## config.mk

```make
export PLATFORM = sky130hd
export DESIGN_NAME = alarm_seq
export DESIGN_NICKNAME = d
export VERILOG_FILES = /design/src/rtl/alarm_seq_pkg.sv /design/src/rtl/alarm_seq_ctrl.sv /design/src/rtl/alarm_seq_pulse.sv /design/src/rtl/alarm_seq_mux.sv /design/src/rtl/alarm_seq.sv
export SDC_FILE = /design/constraint.sdc
export NUM_CORES = 1
export LEC_CHECK = 0
export BUFFER_PORTS_ARGS = -buffer_cell sky130_fd_sc_hd__buf_2
export CAP_MARGIN = 10
export CORE_MARGIN = 5
export CORE_UTILIZATION = 47
export CTS_CLUSTER_SIZE = 25
export DETAILED_ROUTE_END_ITERATION = 12
export PLACE_DENSITY = 0.78
export SYNTH_ARGS = -nofsm -noshare
export SYNTH_HDL_FRONTEND = slang
export SYNTH_SLANG_ARGS = --single-unit
```

## constraint.sdc

```tcl
create_clock -name clk_i -period 1.8 [get_ports clk_i]
set_input_delay 0.27 -clock clk_i [delete_from_list [all_inputs] [get_ports clk_i]]
set_output_delay 0.27 -clock clk_i [all_outputs]
set_load 0.02 [all_outputs]
```

## src/rtl/alarm_seq_pkg.sv

```systemverilog
package alarm_seq_pkg;
  typedef enum logic [1:0] {
    PIN_ALARM = 2'b00,
    PIN_SEC   = 2'b01,
    PIN_LOW2  = 2'b10,
    PIN_LOW3  = 2'b11
  } pin_sel_e;
endpackage

```

## src/rtl/alarm_seq_ctrl.sv

```systemverilog
module alarm_seq_ctrl #(
  parameter int CNT_W = 8
) (
  input  logic             clk_i,
  input  logic             rst_ni,
  input  logic             dev_rst_i,
  input  logic             match_i,
  input  logic             cfg_we_i,
  input  logic             cfg_en_i,
  input  logic             cfg_chime_i,
  input  logic             rpt_we_i,
  input  logic [CNT_W-1:0] rpt_data_i,
  output logic             en_o,
  output logic             chime_o,
  output logic [CNT_W-1:0] cnt_o,
  output logic             issue_o,
  output logic             en_rise_o,
  output logic             irq_o
);
  localparam logic [CNT_W-1:0] CNT_ZERO = '0;
  localparam logic [CNT_W-1:0] CNT_MAX  = '1;

  logic             en_q, chime_q, irq_q;
  logic [CNT_W-1:0] cnt_q;
  logic             issue, last;

  assign issue = match_i & en_q & ~dev_rst_i;
  assign last  = issue & (cnt_q == CNT_ZERO) & ~chime_q;

  // config: device reset beats software write beats self-clear
  always_ff @(posedge clk_i or negedge rst_ni) begin
    if (!rst_ni) begin
      en_q    <= 1'b0;
      chime_q <= 1'b0;
    end else if (dev_rst_i) begin
      en_q    <= 1'b0;
      chime_q <= 1'b0;
    end else if (cfg_we_i) begin
      en_q    <= cfg_en_i;
      chime_q <= cfg_chime_i;
    end else if (last) begin
      en_q    <= 1'b0;
    end
  end

  // count: power-on reset only; zero wraps to max in chime mode
  always_ff @(posedge clk_i or negedge rst_ni) begin
    if (!rst_ni)              cnt_q <= CNT_ZERO;
    else if (rpt_we_i)        cnt_q <= rpt_data_i;
    else if (issue && !last)  cnt_q <= cnt_q - 1'b1;
  end

  always_ff @(posedge clk_i or negedge rst_ni) begin
    if (!rst_ni) irq_q <= 1'b0;
    else         irq_q <= issue;
  end

  assign en_o      = en_q;
  assign chime_o   = chime_q;
  assign cnt_o     = cnt_q;
  assign issue_o   = issue;
  assign en_rise_o = cfg_we_i & cfg_en_i & ~en_q & ~dev_rst_i;
  assign irq_o     = irq_q;


  ignored_match_chk: assert property (@(posedge clk_i) disable iff (!rst_ni)
    (match_i && !en_q && !rpt_we_i) |=> (!irq_q && cnt_q == $past(cnt_q)));

  decrement_chk: assert property (@(posedge clk_i) disable iff (!rst_ni)
    (match_i && en_q && !dev_rst_i && !rpt_we_i && cnt_q != CNT_ZERO)
      |=> (cnt_q == CNT_W'($past(cnt_q) - 1'b1)));

  final_alarm_chk: assert property (@(posedge clk_i) disable iff (!rst_ni)
    (match_i && en_q && !dev_rst_i && !cfg_we_i && !chime_q && cnt_q == CNT_ZERO)
      |=> !en_q);

  chime_wrap_chk: assert property (@(posedge clk_i) disable iff (!rst_ni)
    (match_i && en_q && !dev_rst_i && !cfg_we_i && !rpt_we_i && chime_q && cnt_q == CNT_ZERO)
      |=> (en_q && cnt_q == CNT_MAX));

  dev_reset_chk: assert property (@(posedge clk_i) disable iff (!rst_ni)
    dev_rst_i |=> (!en_q && !chime_q && !irq_q));

  sw_write_wins_chk: assert property (@(posedge clk_i) disable iff (!rst_ni)
    rpt_we_i |=> (cnt_q == $past(rpt_data_i)));

  irq_single_chk: assert property (@(posedge clk_i) disable iff (!rst_ni)
    irq_q |=> !irq_q || $past(match_i));
endmodule

```

## src/rtl/alarm_seq_pulse.sv

```systemverilog
module alarm_seq_pulse (
  input  logic clk_i,
  input  logic rst_ni,
  input  logic issue_i,
  input  logic clr_i,
  output logic wave_o
);
  logic tog_q;

  always_ff @(posedge clk_i or negedge rst_ni) begin
    if (!rst_ni)      tog_q <= 1'b0;
    else if (clr_i)   tog_q <= 1'b0;
    else if (issue_i) tog_q <= ~tog_q;
  end

  assign wave_o = tog_q;


  toggle_on_alarm_chk: assert property (@(posedge clk_i) disable iff (!rst_ni)
    (issue_i && !clr_i) |=> (tog_q != $past(tog_q)));

  enable_clear_chk: assert property (@(posedge clk_i) disable iff (!rst_ni)
    clr_i |=> !tog_q);
endmodule

```

## src/rtl/alarm_seq_mux.sv

```systemverilog
module alarm_seq_mux
  import alarm_seq_pkg::*;
(
  input  pin_sel_e sel_i,
  input  logic     wave_i,
  input  logic     sec_clk_i,
  output logic     pin_o
);
  always_comb begin
    unique case (sel_i)
      PIN_ALARM: pin_o = wave_i;
      PIN_SEC:   pin_o = sec_clk_i;
      default:   pin_o = 1'b0;
    endcase
  end
endmodule

```

## src/rtl/alarm_seq.sv

```systemverilog
module alarm_seq
  import alarm_seq_pkg::*;
#(
  parameter int CNT_W = 8
) (
  input  logic             clk_i,
  input  logic             rst_ni,
  input  logic             dev_rst_i,
  input  logic             match_i,
  input  logic             sec_clk_i,
  input  logic             cfg_we_i,
  input  logic             cfg_en_i,
  input  logic             cfg_chime_i,
  input  logic             rpt_we_i,
  input  logic [CNT_W-1:0] rpt_data_i,
  input  logic             sel_we_i,
  input  logic [1:0]       sel_data_i,
  output logic             irq_o,
  output logic             pin_o,
  output logic             alarm_en_o,
  output logic             chime_o,
  output logic [CNT_W-1:0] rpt_cnt_o
);
  pin_sel_e sel_q;
  logic     issue, en_rise, wave;

  // pin select survives device reset
  always_ff @(posedge clk_i or negedge rst_ni) begin
    if (!rst_ni)       sel_q <= PIN_ALARM;
    else if (sel_we_i) sel_q <= pin_sel_e'(sel_data_i);
  end

  alarm_seq_ctrl #(.CNT_W(CNT_W)) u_ctrl (
    .clk_i       (clk_i),
    .rst_ni      (rst_ni),
    .dev_rst_i   (dev_rst_i),
    .match_i     (match_i),
    .cfg_we_i    (cfg_we_i),
    .cfg_en_i    (cfg_en_i),
    .cfg_chime_i (cfg_chime_i),
    .rpt_we_i    (rpt_we_i),
    .rpt_data_i  (rpt_data_i),
    .en_o        (alarm_en_o),
    .chime_o     (chime_o),
    .cnt_o       (rpt_cnt_o),
    .issue_o     (issue),
    .en_rise_o   (en_rise),
    .irq_o       (irq_o)
  );

  alarm_seq_pulse u_pulse (
    .clk_i   (clk_i),
    .rst_ni  (rst_ni),
    .issue_i (issue),
    .clr_i   (en_rise),
    .wave_o  (wave)
  );

  alarm_seq_mux u_mux (
    .sel_i     (sel_q),
    .wave_i    (wave),
    .sec_clk_i (sec_clk_i),
    .pin_o     (pin_o)
  );


  sel_keep_chk: assert property (@(posedge clk_i) disable iff (!rst_ni)
    (dev_rst_i && !sel_we_i) |=> (sel_q == $past(sel_q)));
endmodule

```

# == After elaboration in Yosys (flattened, before gate mapping) ==
# Index checks and enable logic that the tools add are counted.
# word_totals
word_cells,37
inputBits,20
reg_bits,14
output_inout_bits,12
# op_classes
n_eq_ne,1
muxes,10
addsub,1
n_reduce_logical,8
bitwise_logic,11
# op_table
op,count
two-way mux 8 bit,2
zero test 8 bit,1
"subtractor 8 x 1 -> 8 bit, second input constant",1
AND 1 bit,7
two-way mux 1 bit,7
nonzero test 2 bit,3
inverter 1 bit,4
nonzero test 3 bit,1
"equality test 2 x 1 -> 1 bit, second input constant",1
zero test 2 bit,1
one-hot mux 1 bit (2 select lines),1
logical AND 1 bit,1
zero test 1 bit,1

# == Depth between registers and ports, before layout ==
# Gate-level depths: netlist of the first run.
# depth
word_depth,8
depth_mapped,6
mapped_depth_nobuf,6

# == Hierarchy ==
# A second synthesis of the first run with hierarchy kept.
# hier_totals
cells_unflattened,73
hier_area_um2,767.0
# by_module_without_submodules
module,cells_per_inst,instances,area_per_inst_um2,seq_area_each_um2
alarm_seq_ctrl,64,1,643.1,275.3
alarm_seq,4,1,72.6,50.0
alarm_seq_pulse,3,1,37.5,25.0
alarm_seq_mux,2,1,13.8,0.0

# == Worst setup path after synthesis of the first run ==
# OpenSTA, ideal clock, no wires.
# synth_path
path_type,register to register
from,"register u_ctrl.cnt_q[3], in the netlist u_ctrl.cnt_o[3]"
to,"register u_ctrl.cnt_q[5], in the netlist u_ctrl.cnt_o[5]"
required_ns,1.674
stages_incl_launch_ff,5
setup_ns,0.126
n_path_buf,0
period_less_slack_ns,1.795
arrival_ns,1.669
slack_ns,0.005
path_cell_list,dfrtp_1 or4_4 a211oi_1 nor3b_1 a221o_1
# synth_between
elab_chain_len,6
word_cells_on_any_way,9
cone_classes,1 x add/sub; 2 x mux; 2 x bitwise; 4 x reduce/logical
# synth_lines
element,line_no,source
from (decl),alarm_seq_ctrl.sv:24,logic [CNT_W-1:0] cnt_q;
from (signal assigned),alarm_seq_ctrl.sv:49,else if (rpt_we_i) cnt_q <= rpt_data_i;
from (signal assigned),alarm_seq_ctrl.sv:50,else if (issue && !last) cnt_q <= cnt_q - 1'b1;
"parallel branches: the longest is 6 deep, another holds subtractor 8 x 1 -> 8 bit",-,
# Parallel ways; which one is timed is not known. The select of a mux whose other input is x is not followed.
# A chain may end at the register's enable or synchronous reset.

# == Worst setup path after layout of the first run ==
# Ends and elaborated chain as after synthesis.

==> results of run 1 <==
-- state kept, by name (all words and copies together) (netlist names) --
signal,flops
sel_q,2
u_ctrl.en_o,1
u_ctrl.irq_o,1
u_pulse.wave_o,1
u_ctrl.chime_o,1
u_ctrl.cnt_o,8
-- worst register-to-register path: stages (launching register included) --
cell and delay (ps):
dfrtp_1 380, or4_4 550, a211oi_1 320, nor3b_1 90
a221o_1 270
-- timing repair --
item,4_1_cts,5_1_grt
pin swaps,0,1
endpoints found under the hold margin,14,0
setup endpoints to repair,1,6
gates resized for setup,1,3
hold buffers,1,0
gates cloned,0,0
-- synthesized netlist by cell type, drive strengths merged (2+ instances only) --
cell type / n
mux2i: 2
clkbuf: 2
nor2: 5
nor4b: 2
a211oi: 4
mux2: 2
nor3b: 2
dfrtp: 14
ha: 2
o21ai: 8
nand2: 9
xnor2: 6
a21oi: 3
inv: 5
-- layer usage --
layer	track usage (%)	part of all wire, %	vias to the layer above	wire [um]
met4	6.11	1.1	0	20
met3	3.72	9.3	4	167
li1	-	-	364	-
met2	24.2	48	28	851
met5	0	0	-	0
met1	18.8	42	328	749
-- how the worst min path moves through the flow --
stage	depth (start not counted)	endpoint	start	slack, ps
final	3	u_ctrl.cnt_o[4]	rpt_data_i[4]	200
after floorplan	0	sel_q[0]	rst_ni	-30
after global placement	1	sel_q[1]	rst_ni	180
after global routing	3	u_ctrl.cnt_o[6]	rpt_data_i[6]	210
after detailed placement	1	sel_q[0]	rst_ni	190
after CTS	3	u_ctrl.cnt_o[7]	rpt_data_i[7]	200
-- placed cells by master (no fill, tap or decap), drive strengths merged --
| cell type | Yosys | routed |
|---|---|---|
| a2111oi | 1 | 1 |
| a211oi | 4 | 4 |
| a21oi | 3 | 3 |
| a221o | 1 | 1 |
| a311oi | 1 | 1 |
| buf | 0 | 38 |
| clkbuf | 2 | 3 |
| dfrtp | 14 | 14 |
| dlygate4sd3 | 0 | 1 |
| ha | 2 | 2 |
| inv | 5 | 5 |
| mux2 | 2 | 2 |
| mux2i | 2 | 2 |
| nand2 | 9 | 9 |
| nand3b | 1 | 1 |
| nor2 | 5 | 5 |
| nor2b | 1 | 1 |
| nor3b | 2 | 2 |
| nor4 | 1 | 1 |
| nor4b | 2 | 2 |
| o21ai | 8 | 8 |
| o311ai | 1 | 1 |
| or2 | 1 | 1 |
| or3 | 1 | 1 |
| or3b | 1 | 1 |
| or4 | 1 | 1 |
| or4bb | 1 | 1 |
| xnor2 | 6 | 6 |
-- power breakdown --
part,total [mW],switching [mW],internal (mW)
Clock,0.176,0.0980,0.0775
Sequential,0.372,0.0283,0.343
Combinational,0.216,0.116,0.100
Total,0.763,0.242,0.521
-- cells by family after synthesis --
| group | count (synthesis) | share of synthesized area, % |
|---|---|---|
| muxes | 4 | 5.21 |
| and+or+nand+nor | 26 | 21.9 |
| adders and majority gates | 2 | 3.07 |
| AOI/OAI and AO/OA | 19 | 17.2 |
| buffers and inverters | 7 | 3.22 |
| xor gates and xnor gates | 6 | 6.44 |
| DFF | 14 | 42.9 |
-- layout make-up --
class,instances,area [um^2]
Clock buffer,3,22.5
Fill cell,144,613
Inverter,5,18.8
Multi-Input combinational cell,57,444
Sequential cell,14,352
Tap cell,17,21.3
Timing Repair Buffer,39,218
==> out/qor.yml, run 1 <==
place:
  place_hpwl_um: 1430
  place.gp.congestion: 0.774
  place.port_buffers: 31
  postPlaceCellArea_um2: 1040
  pre_cts_slack_ps: -9.34
  dp_cells: 131
power:
  post-layout-total-power_uw: 763
  power.leakage_nw: 0.503
  ir_worst_vdd_uv: 338
  p_per_area_nw_per_um2: 709
detailed_routing:
  routed_wire_length_per_instance_um: 13.3
  dr.first_iter.drc_count: 5
  routed_via_density: 5.36
  drt_drc_violations_left: 0
  wl_final_um: 1790
  dr.pass1.iters: 4
  route.vias.total: 724
  route.antenna.remaining_nets: 0
yosys:
  post_synth_inst_count: 78
  netlist_area_um2: 816
  synth.yosys.seq_area_share_pct: 42.9
  synth_top_area_share_pct: 42.9
  yosysWarnings: 0
  postSynthNetCount: 100
  ys_ff_latch: 14
  synth_enable_flop_cells: 0
  yosysUniqueCellTypes: 28
  synth_area_leaders: "dfrtp_1 43%, xnor2_1 6.4%, nand2_1 4.1%"
  synth-main-ff-cell: "dfrtp_1"
  avgSynthCellArea_um2: 10.5
  synth_top_area_cell: "dfrtp_1"
  async_flop_share_pct: 100
worst_setup_path:
  critPathMaxStageDelay_ps: 550
  regToRegSetupSlack_ps: 70
  critical_path_required_ps: 1960
  critical-path-top-delay-family: "simple AND/OR/NAND/NOR gates"
  cp_cell_sequence: "or4_4 > a211oi_1 > nor3b_1 > a221o_1"
  crit_end: "u_ctrl.cnt_o[5]"
  critical_path_peak_fanout: 2
  reg2reg_to: "u_ctrl.cnt_o[5]"
  crit_path_launch: "u_ctrl.cnt_o[3]"
  critPathArrivalTime_ps: 1890
  worstSetupPathType: "reg -> reg"
  cp.buffers_inverters: 0
  regToRegStartpoint: "u_ctrl.cnt_o[3]"
  depth_of_the_most_critical_reg_to_reg_path: 4
  cp-end-kind: "register"
  instance_count_on_the_critical_path: 4
  timing.critical_path.slowest_stage_cell: "or4_4"
  critical_path.startpoint_type: "register"
sta:
  worst_clock_skew_ps: 3.35
  slew-limit-headroom_pct: 70.3
  max_slew.worst_pin.slew_ps: 444
  post-route-period-util_pct: 96.1
  grt_setup_unrepaired: "true"
  hold_violations: 0
  fmax_mhz: 578
  finalHoldWorstSlack_ps: 200
  setup-tns-final_ps: 0
  finalMaxSlewViolations: 0
  finalSetupViolCount: 0
  period_minus_slack_ps: 1730
  postLayoutSetupSlackWorst_ps: 69.4
floorplanning:
  rows: 15
  floorplan.initialDensity_pct: 48.3
  chipHeight_um: 51.7
  floorplan.die_area_um2: 2670
  placeableCoreArea_um2: 1690
  floorplan.io_pins: 32
  die-width_um: 51.7
global_routing:
  grt_max_degree: 19
  antenna_violations_before_repair: 0
  first_global_vias: 718
  global_route.usage.total_pct: 14.9
  grt-ovfl-total: 0
  grt_first_pass_wirelength_um: 2980
clock_tree:
  clk_root_buffer_cell: "clkbuf_4"
  tritoncts.num_buffers: 3
  cts_tree: "done"
  cts_num_sinks: 14
  clk_latency_ps: 280
  clk_pin_slew_worst_paths_ps: 80
  cts_setup_buffers: 0
  cts-htree-levels: 1
  ctsLongestPathBuffers: 2
job:
  drv.max_cap_violation_count: 0
finish:
  layout-area-overhead-vs-synth_pct: 31.9
  drive_gt1_share_pct: 44.9
  layout.cells.non_filler: 135
  final_util_pct: 63.7
  stdcell_area_um2: 1080
  antenna-diode-count: 0
  final_net_count: 142
hold_path:
  hold_path.class: "in -> reg"
status:
  run_status: "complete, no violations"
(Power assumes the default switching activity.)
==> run 2: changes to the inputs <==
BUFFER_PORTS_ARGS = not set   (was -buffer_cell sky130_fd_sc_hd__buf_2)
CORE_UTILIZATION = 55   (was 47)
DONT_BUFFER_PORTS = 1   (was not set)
PLACE_DENSITY = 0.7   (was 0.78)
==> run 2 against run 1 <==
Effect of this change:
- first-iteration DRC count grew to 2.6 times the previous value
- worst setup slack improved by 26 ps
- via count down 12%
- routed wire length up 2.6%
==> out/qor.yml, run 2 (synthesis gave the netlist of run 1 again) <==
hold_path:
  hold_path.class: "in -> reg"  # unchanged
  timing.hold.worst.start: "dev_rst_i"  # was rpt_data_i[4]
  hold-path-cell-count: 1  # was 3
  whs_endpoint: "u_ctrl.en_o"  # was u_ctrl.cnt_o[4]
detailed_routing:
  routed_wire_length_per_instance_um: 17.3  # was 13.3 um
  wl_final_um: 1840  # was 1790 um
  routed_via_density: 6.00  # was 5.36
  dr.pass1.iters: 3  # was 4
  route.antenna.remaining_nets: 0  # unchanged
  route.vias.total: 636  # was 724
  dr.first_iter.drc_count: 13  # was 5
  drt_drc_violations_left: 0  # unchanged
finish:
  final_net_count: 114  # was 142
  drive_gt1_share_pct: 28.6  # was 44.9%
  layout.cells.non_filler: 106  # was 135
  layout-area-overhead-vs-synth_pct: 19.3  # was 31.9%
  most_frequent_cells_in_the_layout: "14 x dfrtp_1, 9 x nand2_1, 9 x buf_4, 6 x xnor2_1, 6 x o21ai_0"  # was 31 x buf_2, 13 x dfrtp_1, 9 x nand2_1, 7 x buf_4
  mostFrequentLayoutCell: "dfrtp_1"  # was buf_2
  antenna-diode-count: 0  # unchanged
  layout.filler_cells: 107  # was 144
  largest_register_ff_count: 8  # unchanged
clock_tree:
  clk_latency_ps: 280  # about the same
  tritoncts.num_buffers: 3  # unchanged
  cts_tree: "done"  # unchanged
  ctsLongestPathBuffers: 2  # unchanged
  clk_root_buffer_cell: "clkbuf_4"  # unchanged
  cts-htree-levels: 1  # unchanged
  cts_setup_buffers: 0  # unchanged
  clk_pin_slew_worst_paths_ps: 80  # about the same
  cts_num_sinks: 14  # unchanged
worst_setup_path:
  worstSetupPathType: "reg -> reg"  # unchanged
  critical-path-top-delay-family: "simple AND/OR/NAND/NOR gates"  # unchanged
  critical_path_peak_fanout: 4  # was 2
  cp-end-kind: "register"  # unchanged
  cp.buffers_inverters: 1  # was 0
  critPathMaxStageDelay_ps: 450  # was 550 ps
  reg2reg_to: "u_ctrl.cnt_o[4]"  # was u_ctrl.cnt_o[5]
  critical_path.startpoint_type: "register"  # unchanged
  regToRegStartpoint: "u_ctrl.cnt_o[1]"  # was u_ctrl.cnt_o[3]
  regToRegSetupSlack_ps: 100  # was 70 ps
  critical_path_required_ps: 1970  # was 1960 ps
  cp_cell_sequence: "inv_1 > ha_1 > or3b_2 > a211oi_2 > xnor2_1 > o21ai_0"  # was or4_4 > a211oi_1 > nor3b_1 > a221o_1
  depth_of_the_most_critical_reg_to_reg_path: 6  # was 4
  timing.critical_path.slowest_stage_cell: "or3b_2"  # was or4_4
  critPathArrivalTime_ps: 1870  # was 1890 ps
floorplanning:
  floorplan.io_pins: 32  # unchanged
  floorplan.initialDensity_pct: 60.4  # was 48.3%
  placeableCoreArea_um2: 1350  # was 1690 um^2
  die-width_um: 48.5  # was 51.7 um
  chipHeight_um: 48.5  # was 51.7 um
  rows: 13  # was 15
  floorplan.die_area_um2: 2350  # was 2670 um^2
sta:
  post-route-period-util_pct: 94.7  # was 96.1%
  worst_clock_skew_ps: 2.52  # was 3.35 ps
  postLayoutSetupSlackWorst_ps: 95.6  # was 69.4 ps
  finalMaxSlewViolations: 0  # unchanged
  slew-limit-headroom_pct: 57.8  # was 70.3%
  period_minus_slack_ps: 1700  # was 1730 ps
  fmax_mhz: 587  # was 578 MHz
  finalHoldWorstSlack_ps: 44.9  # was 200 ps
  max_slew.worst_pin.slew_ps: 631  # was 444 ps
  hold_violations: 0  # unchanged
  finalSetupViolCount: 0  # unchanged
job:
  drv.max_cap_violation_count: 0  # unchanged
place:
  place.gp.congestion: 0.814  # was 0.774
  pre_cts_slack_ps: 48.5  # was -9.34 ps
  dp_cells: 101  # was 131
  place_hpwl_um: 1410  # was 1430 um
  place.port_buffers: 0  # was 31
global_routing:
  global_route.usage.total_pct: 16.4  # was 14.9%
  antenna_violations_before_repair: 0  # unchanged
  grt_first_pass_wirelength_um: 3080  # was 2980 um
  first_global_vias: 607  # was 718
  grt_max_degree: 19  # unchanged
  grt-ovfl-total: 0  # unchanged
power:
  power.share.clock_pct: 28.6  # was 23.0%
  power.leakage_nw: 0.401  # was 0.503 nW
  p_per_area_nw_per_um2: 803  # was 709 nW/um^2
  cellInternalPower_uw: 548  # was 521 uW
  sw_frac_of_total_pct: 30.0  # was 31.7%
  p_sw_uw: 234  # was 242 uW
  ir_worst_vdd_uv: 744  # was 338 uV
  share_comb_of_total_power_pct: 23.4  # was 28.3%
  share_seq_of_total_power_pct: 48.0  # was 48.7%
status:
  run_status: "complete, no violations"  # unchanged
run 2: through the flow:
| step | total power [mW] | cell area, um^2 | utilization [%] | TNS (ps) |
|---|---|---|---|---|
| 2_1_floorplan | 0.500 | 816 | - | 0 |
| 3_3_place_gp | 0.545 | 902 | 66.8 | 0 |
| 3_5_place_dp | 0.551 | 902 | 66.8 | 0 |
| 4_1_cts | 0.786 | 948 | 70.3 | 0 |
| 5_1_grt | 0.832 | 973 | 72.1 | -15.9 |
| 6_report | 0.782 | 973 | 72.1 | 0 |
run 2: per-layer routing:
layer / track usage, % / up-vias / wire, um
li1: - / 307 / -
met1: 21.8 / 300 / 784
met2: 24.6 / 25 / 866
met3: 5.20 / 4 / 163
met4: 6.73 / 0 / 21
met5: 0 / - / 0
run 2: worst max-delay path by stage:
stage | cells after the start | slack (ps) | to | startpoint
2_1_floorplan | 4 | 5 | u_ctrl.cnt_o[5] | u_ctrl.cnt_o[3]
3_3_place_gp | 4 | 70 | u_ctrl.cnt_o[5] | u_ctrl.cnt_o[3]
3_5_place_dp | 7 | 50 | u_ctrl.cnt_o[5] | u_ctrl.cnt_o[1]
4_1_cts | 7 | 30 | u_ctrl.cnt_o[5] | u_ctrl.cnt_o[1]
5_1_grt | 7 | -20 | u_ctrl.cnt_o[5] | u_ctrl.cnt_o[1]
6_report | 6 | 100 | u_ctrl.cnt_o[4] | u_ctrl.cnt_o[1]
run 2: final cells by class:
type / count / area, um^2 / share of cell area, %
Timing Repair Buffer: 11 / 88.8 / 9.13
Inverter: 5 / 18.8 / 1.93
Sequential cell: 14 / 350 / 36.0
Clock buffer: 4 / 36.3 / 3.73
Tap cell: 15 / 18.8 / 1.93
Multi-Input combinational cell: 57 / 460 / 47.3
run 2: power by group through the flow:
| stage | Clock, mW | Combinational (mW) | Sequential, mW |
|---|---|---|---|
| global placement | 0 | 0.165 | 0.379 |
| CTS | 0.232 | 0.179 | 0.375 |
| global route | 0.251 | 0.202 | 0.380 |
| floorplan | 0 | 0.0937 | 0.406 |
| finish | 0.224 | 0.183 | 0.375 |
| detailed placement | 0 | 0.169 | 0.381 |
run 2: timing repair:
item | in CTS | in global routing
hold buffers | 1 | 0
endpoints found under the hold margin | 14 | 0
setup endpoints to repair | 0 | 4
gates resized for setup | 0 | 5
run 2: worst register-to-register path: cells and delay by family, from the launching register on:
| family | cells | cell delay, ps |
|---|---|---|
| AND/OR/NAND/NOR | 1 | 450 |
| flip-flops | 1 | 420 |
| buffers and inverters | 1 | 110 |
| adder cells (fa/ha/maj) | 1 | 160 |
| AO/OA/AOI/OAI | 2 | 310 |
| XOR/XNOR | 1 | 140 |
==> run 3: changes to the inputs <==
SETUP_SLACK_MARGIN = 0.5   (was not set)
==> run 3 against run 2 <==
Effect of this change:
- combinational power rose by 8%
- largest cell class unchanged
- first-iteration DRC count fell by 77%
- design area rose by 11%
- hold slack improved by 10 ps
- utilization rose by 7.7 points
- global-route usage fell by 0.61 points
- flip-flop and latch count did not move
==> out/qor.yml, run 3 (synthesis gave the netlist of run 1 again) <==
status:
  run_status: "complete, no violations"  # unchanged
sta:
  finalSetupViolCount: 0  # unchanged
  slew-limit-headroom_pct: 58.7  # was 57.8%
  max_slew.worst_pin.slew_ps: 617  # was 631 ps
  postLayoutSetupSlackWorst_ps: 57.8  # was 95.6 ps
  period_minus_slack_ps: 1740  # was 1700 ps
  finalMaxSlewViolations: 0  # unchanged
  worst_clock_skew_ps: 5.82  # was 2.52 ps
  hold_violations: 0  # unchanged
  post-route-period-util_pct: 96.8  # was 94.7%
  setup-tns-final_ps: 0  # unchanged
  grt_setup_unrepaired: "true"
  fmax_mhz: 574  # was 587 MHz
finish:
  final_net_count: 117  # was 114
  stdcell_area_um2: 1080  # was 973 um^2
  drive_gt1_share_pct: 45.7  # was 28.6%
  most_frequent_cells_in_the_layout: "12 x buf_4, 9 x nand2_1, 8 x dfrtp_1, 6 x dfrtp_2, 5 x xnor2_1"  # was 14 x dfrtp_1, 9 x nand2_1, 9 x buf_4, 6 x xnor2_1, 6 x o21ai_0
  largest_register_ff_count: 8  # unchanged
  layout-area-overhead-vs-synth_pct: 32.1  # was 19.3%
  antenna-diode-count: 0  # unchanged
  mostFrequentLayoutCell: "buf_4"  # was dfrtp_1
floorplanning:
  rows: 13  # unchanged
  floorplan.io_pins: 32  # unchanged
  placeableCoreArea_um2: 1350  # unchanged
  die-width_um: 48.5  # unchanged
  floorplan.initialDensity_pct: 60.4  # unchanged
  floorplan.die_area_um2: 2350  # unchanged
  chipHeight_um: 48.5  # unchanged
detailed_routing:
  wl_final_um: 1860  # was 1840 um
  dr.first_iter.drc_count: 3  # was 13
  route.vias.total: 649  # was 636
  routed_wire_length_per_instance_um: 17.1  # was 17.3 um
  drt_drc_violations_left: 0  # unchanged
  route.antenna.remaining_nets: 0  # unchanged
  dr.pass1.iters: 4  # was 3
  routed_via_density: 5.95  # was 6.00
clock_tree:
  clk_root_buffer_cell: "clkbuf_4"  # unchanged
  tritoncts.num_buffers: 3  # unchanged
  ctsLongestPathBuffers: 2  # unchanged
  cts-htree-levels: 1  # unchanged
  clk_latency_ps: 270  # was 280 ps
  cts_tree: "done"  # unchanged
  cts_num_sinks: 14  # unchanged
  clk_pin_slew_worst_paths_ps: 80  # about the same
place:
  place_hpwl_um: 1310  # was 1410 um
  place.gp.congestion: 0.798  # was 0.814
  postPlaceCellArea_um2: 922  # was 902 um^2
  pre_cts_slack_ps: 77.6  # was 48.5 ps
  place.port_buffers: 0  # unchanged
hold_path:
  hold_path.class: "in -> reg"  # unchanged
  hold-path-cell-count: 1  # unchanged
worst_setup_path:
  critPathMaxStageDelay_ps: 580  # was 450 ps
  worstSetupPathType: "reg -> reg"  # unchanged
  critical_path_peak_fanout: 6  # was 4
  timing.critical_path.slowest_stage_cell: "or4_4"  # was or3b_2
  cp-end-kind: "register"  # unchanged
  depth_of_the_most_critical_reg_to_reg_path: 4  # was 6
  critical_path.startpoint_type: "register"  # unchanged
  critPathArrivalTime_ps: 1900  # was 1870 ps
  critical_path_required_ps: 1960  # was 1970 ps
  cp_cell_sequence: "or4_4 > a211oi_4 > nor3b_1 > a221o_1"  # was inv_1 > ha_1 > or3b_2 > a211oi_2 > xnor2_1 > o21ai_0
power:
  power.leakage_nw: 0.420  # was 0.401 nW
  ir_worst_vdd_uv: 626  # was 744 uV
  p_per_area_nw_per_um2: 751  # was 803 nW/um^2
global_routing:
  grt-ovfl-total: 0  # unchanged
  global_route.usage.total_pct: 15.8  # was 16.4%
  antenna_violations_before_repair: 0  # unchanged
  first_global_vias: 645  # was 607
  grt_first_pass_wirelength_um: 3030  # was 3080 um
  grt_max_degree: 19  # unchanged
job:
  drv.max_cap_violation_count: 0  # unchanged
## run 3: layout make-up
type / count / area, um^2
Fill cell: 83 / 273
Clock buffer: 4 / 36.3
Sequential cell: 14 / 358
Inverter: 5 / 23.8
Timing Repair Buffer: 14 / 111
Multi-Input combinational cell: 57 / 529
Tap cell: 15 / 18.8
## run 3: path summary, 6_finish.rpt
path / startpoint / end / slack, ps
max in group asynchronous: rst_ni / u_ctrl.cnt_o[3] / 910
max reg2reg: u_ctrl.cnt_o[2] / u_ctrl.cnt_o[5] / 60
min in group asynchronous: rst_ni / u_ctrl.cnt_o[5] / 440
min reg2reg: sel_q[1] / sel_q[1] / 540
max: u_ctrl.cnt_o[2] / u_ctrl.cnt_o[5] / 60
min: dev_rst_i / u_ctrl.chime_o / 60
## run 3: what timing repair did
action	CTS	global route
endpoints found under the hold margin	14	0
hold buffers	1	0
endpoints found under the setup margin	10	10
setup buffers	4	0
gates cloned	0	0
resized for setup	8	8
pin swaps	4	3
## run 3: critical path: cells and delay by family, from the launching register on
kind	cells	cell delay (ps)
AOI/OAI and AO/OA	2	460
DFF	1	510
and+or+nand+nor	2	660
## run 3: power breakdown
group	switching, mW	total [mW]	internal [mW]
clock	0.0945	0.217	0.123
combinational	0.101	0.197	0.0960
sequential	0.0493	0.394	0.345
total	0.245	0.809	0.564
## run 3: per-stage QoR
step | hold WS (ps) | power [mW] | util, % | std cells
after floorplan | -25.6 | 0.508 | - | 78
after global placement | -25.3 | 0.547 | 68.3 | 100
after detailed placement | -25.3 | 0.552 | 68.3 | 100
after CTS | 43.4 | 0.804 | 76.8 | 109
after global routing | 20.7 | 0.863 | 79.8 | 109
final | 55.3 | 0.809 | 79.8 | 109
## run 3: routing by layer
| layer | track usage (%) | vias to the layer above | part of all wire (%) |
|---|---|---|---|
| met5 | 0 | - | 0 |
| met3 | 5.20 | 4 | 7.5 |
| met4 | 5.38 | 0 | 1.3 |
| met1 | 20.3 | 305 | 41 |
| met2 | 24.8 | 27 | 50 |
| li1 | - | 313 | - |
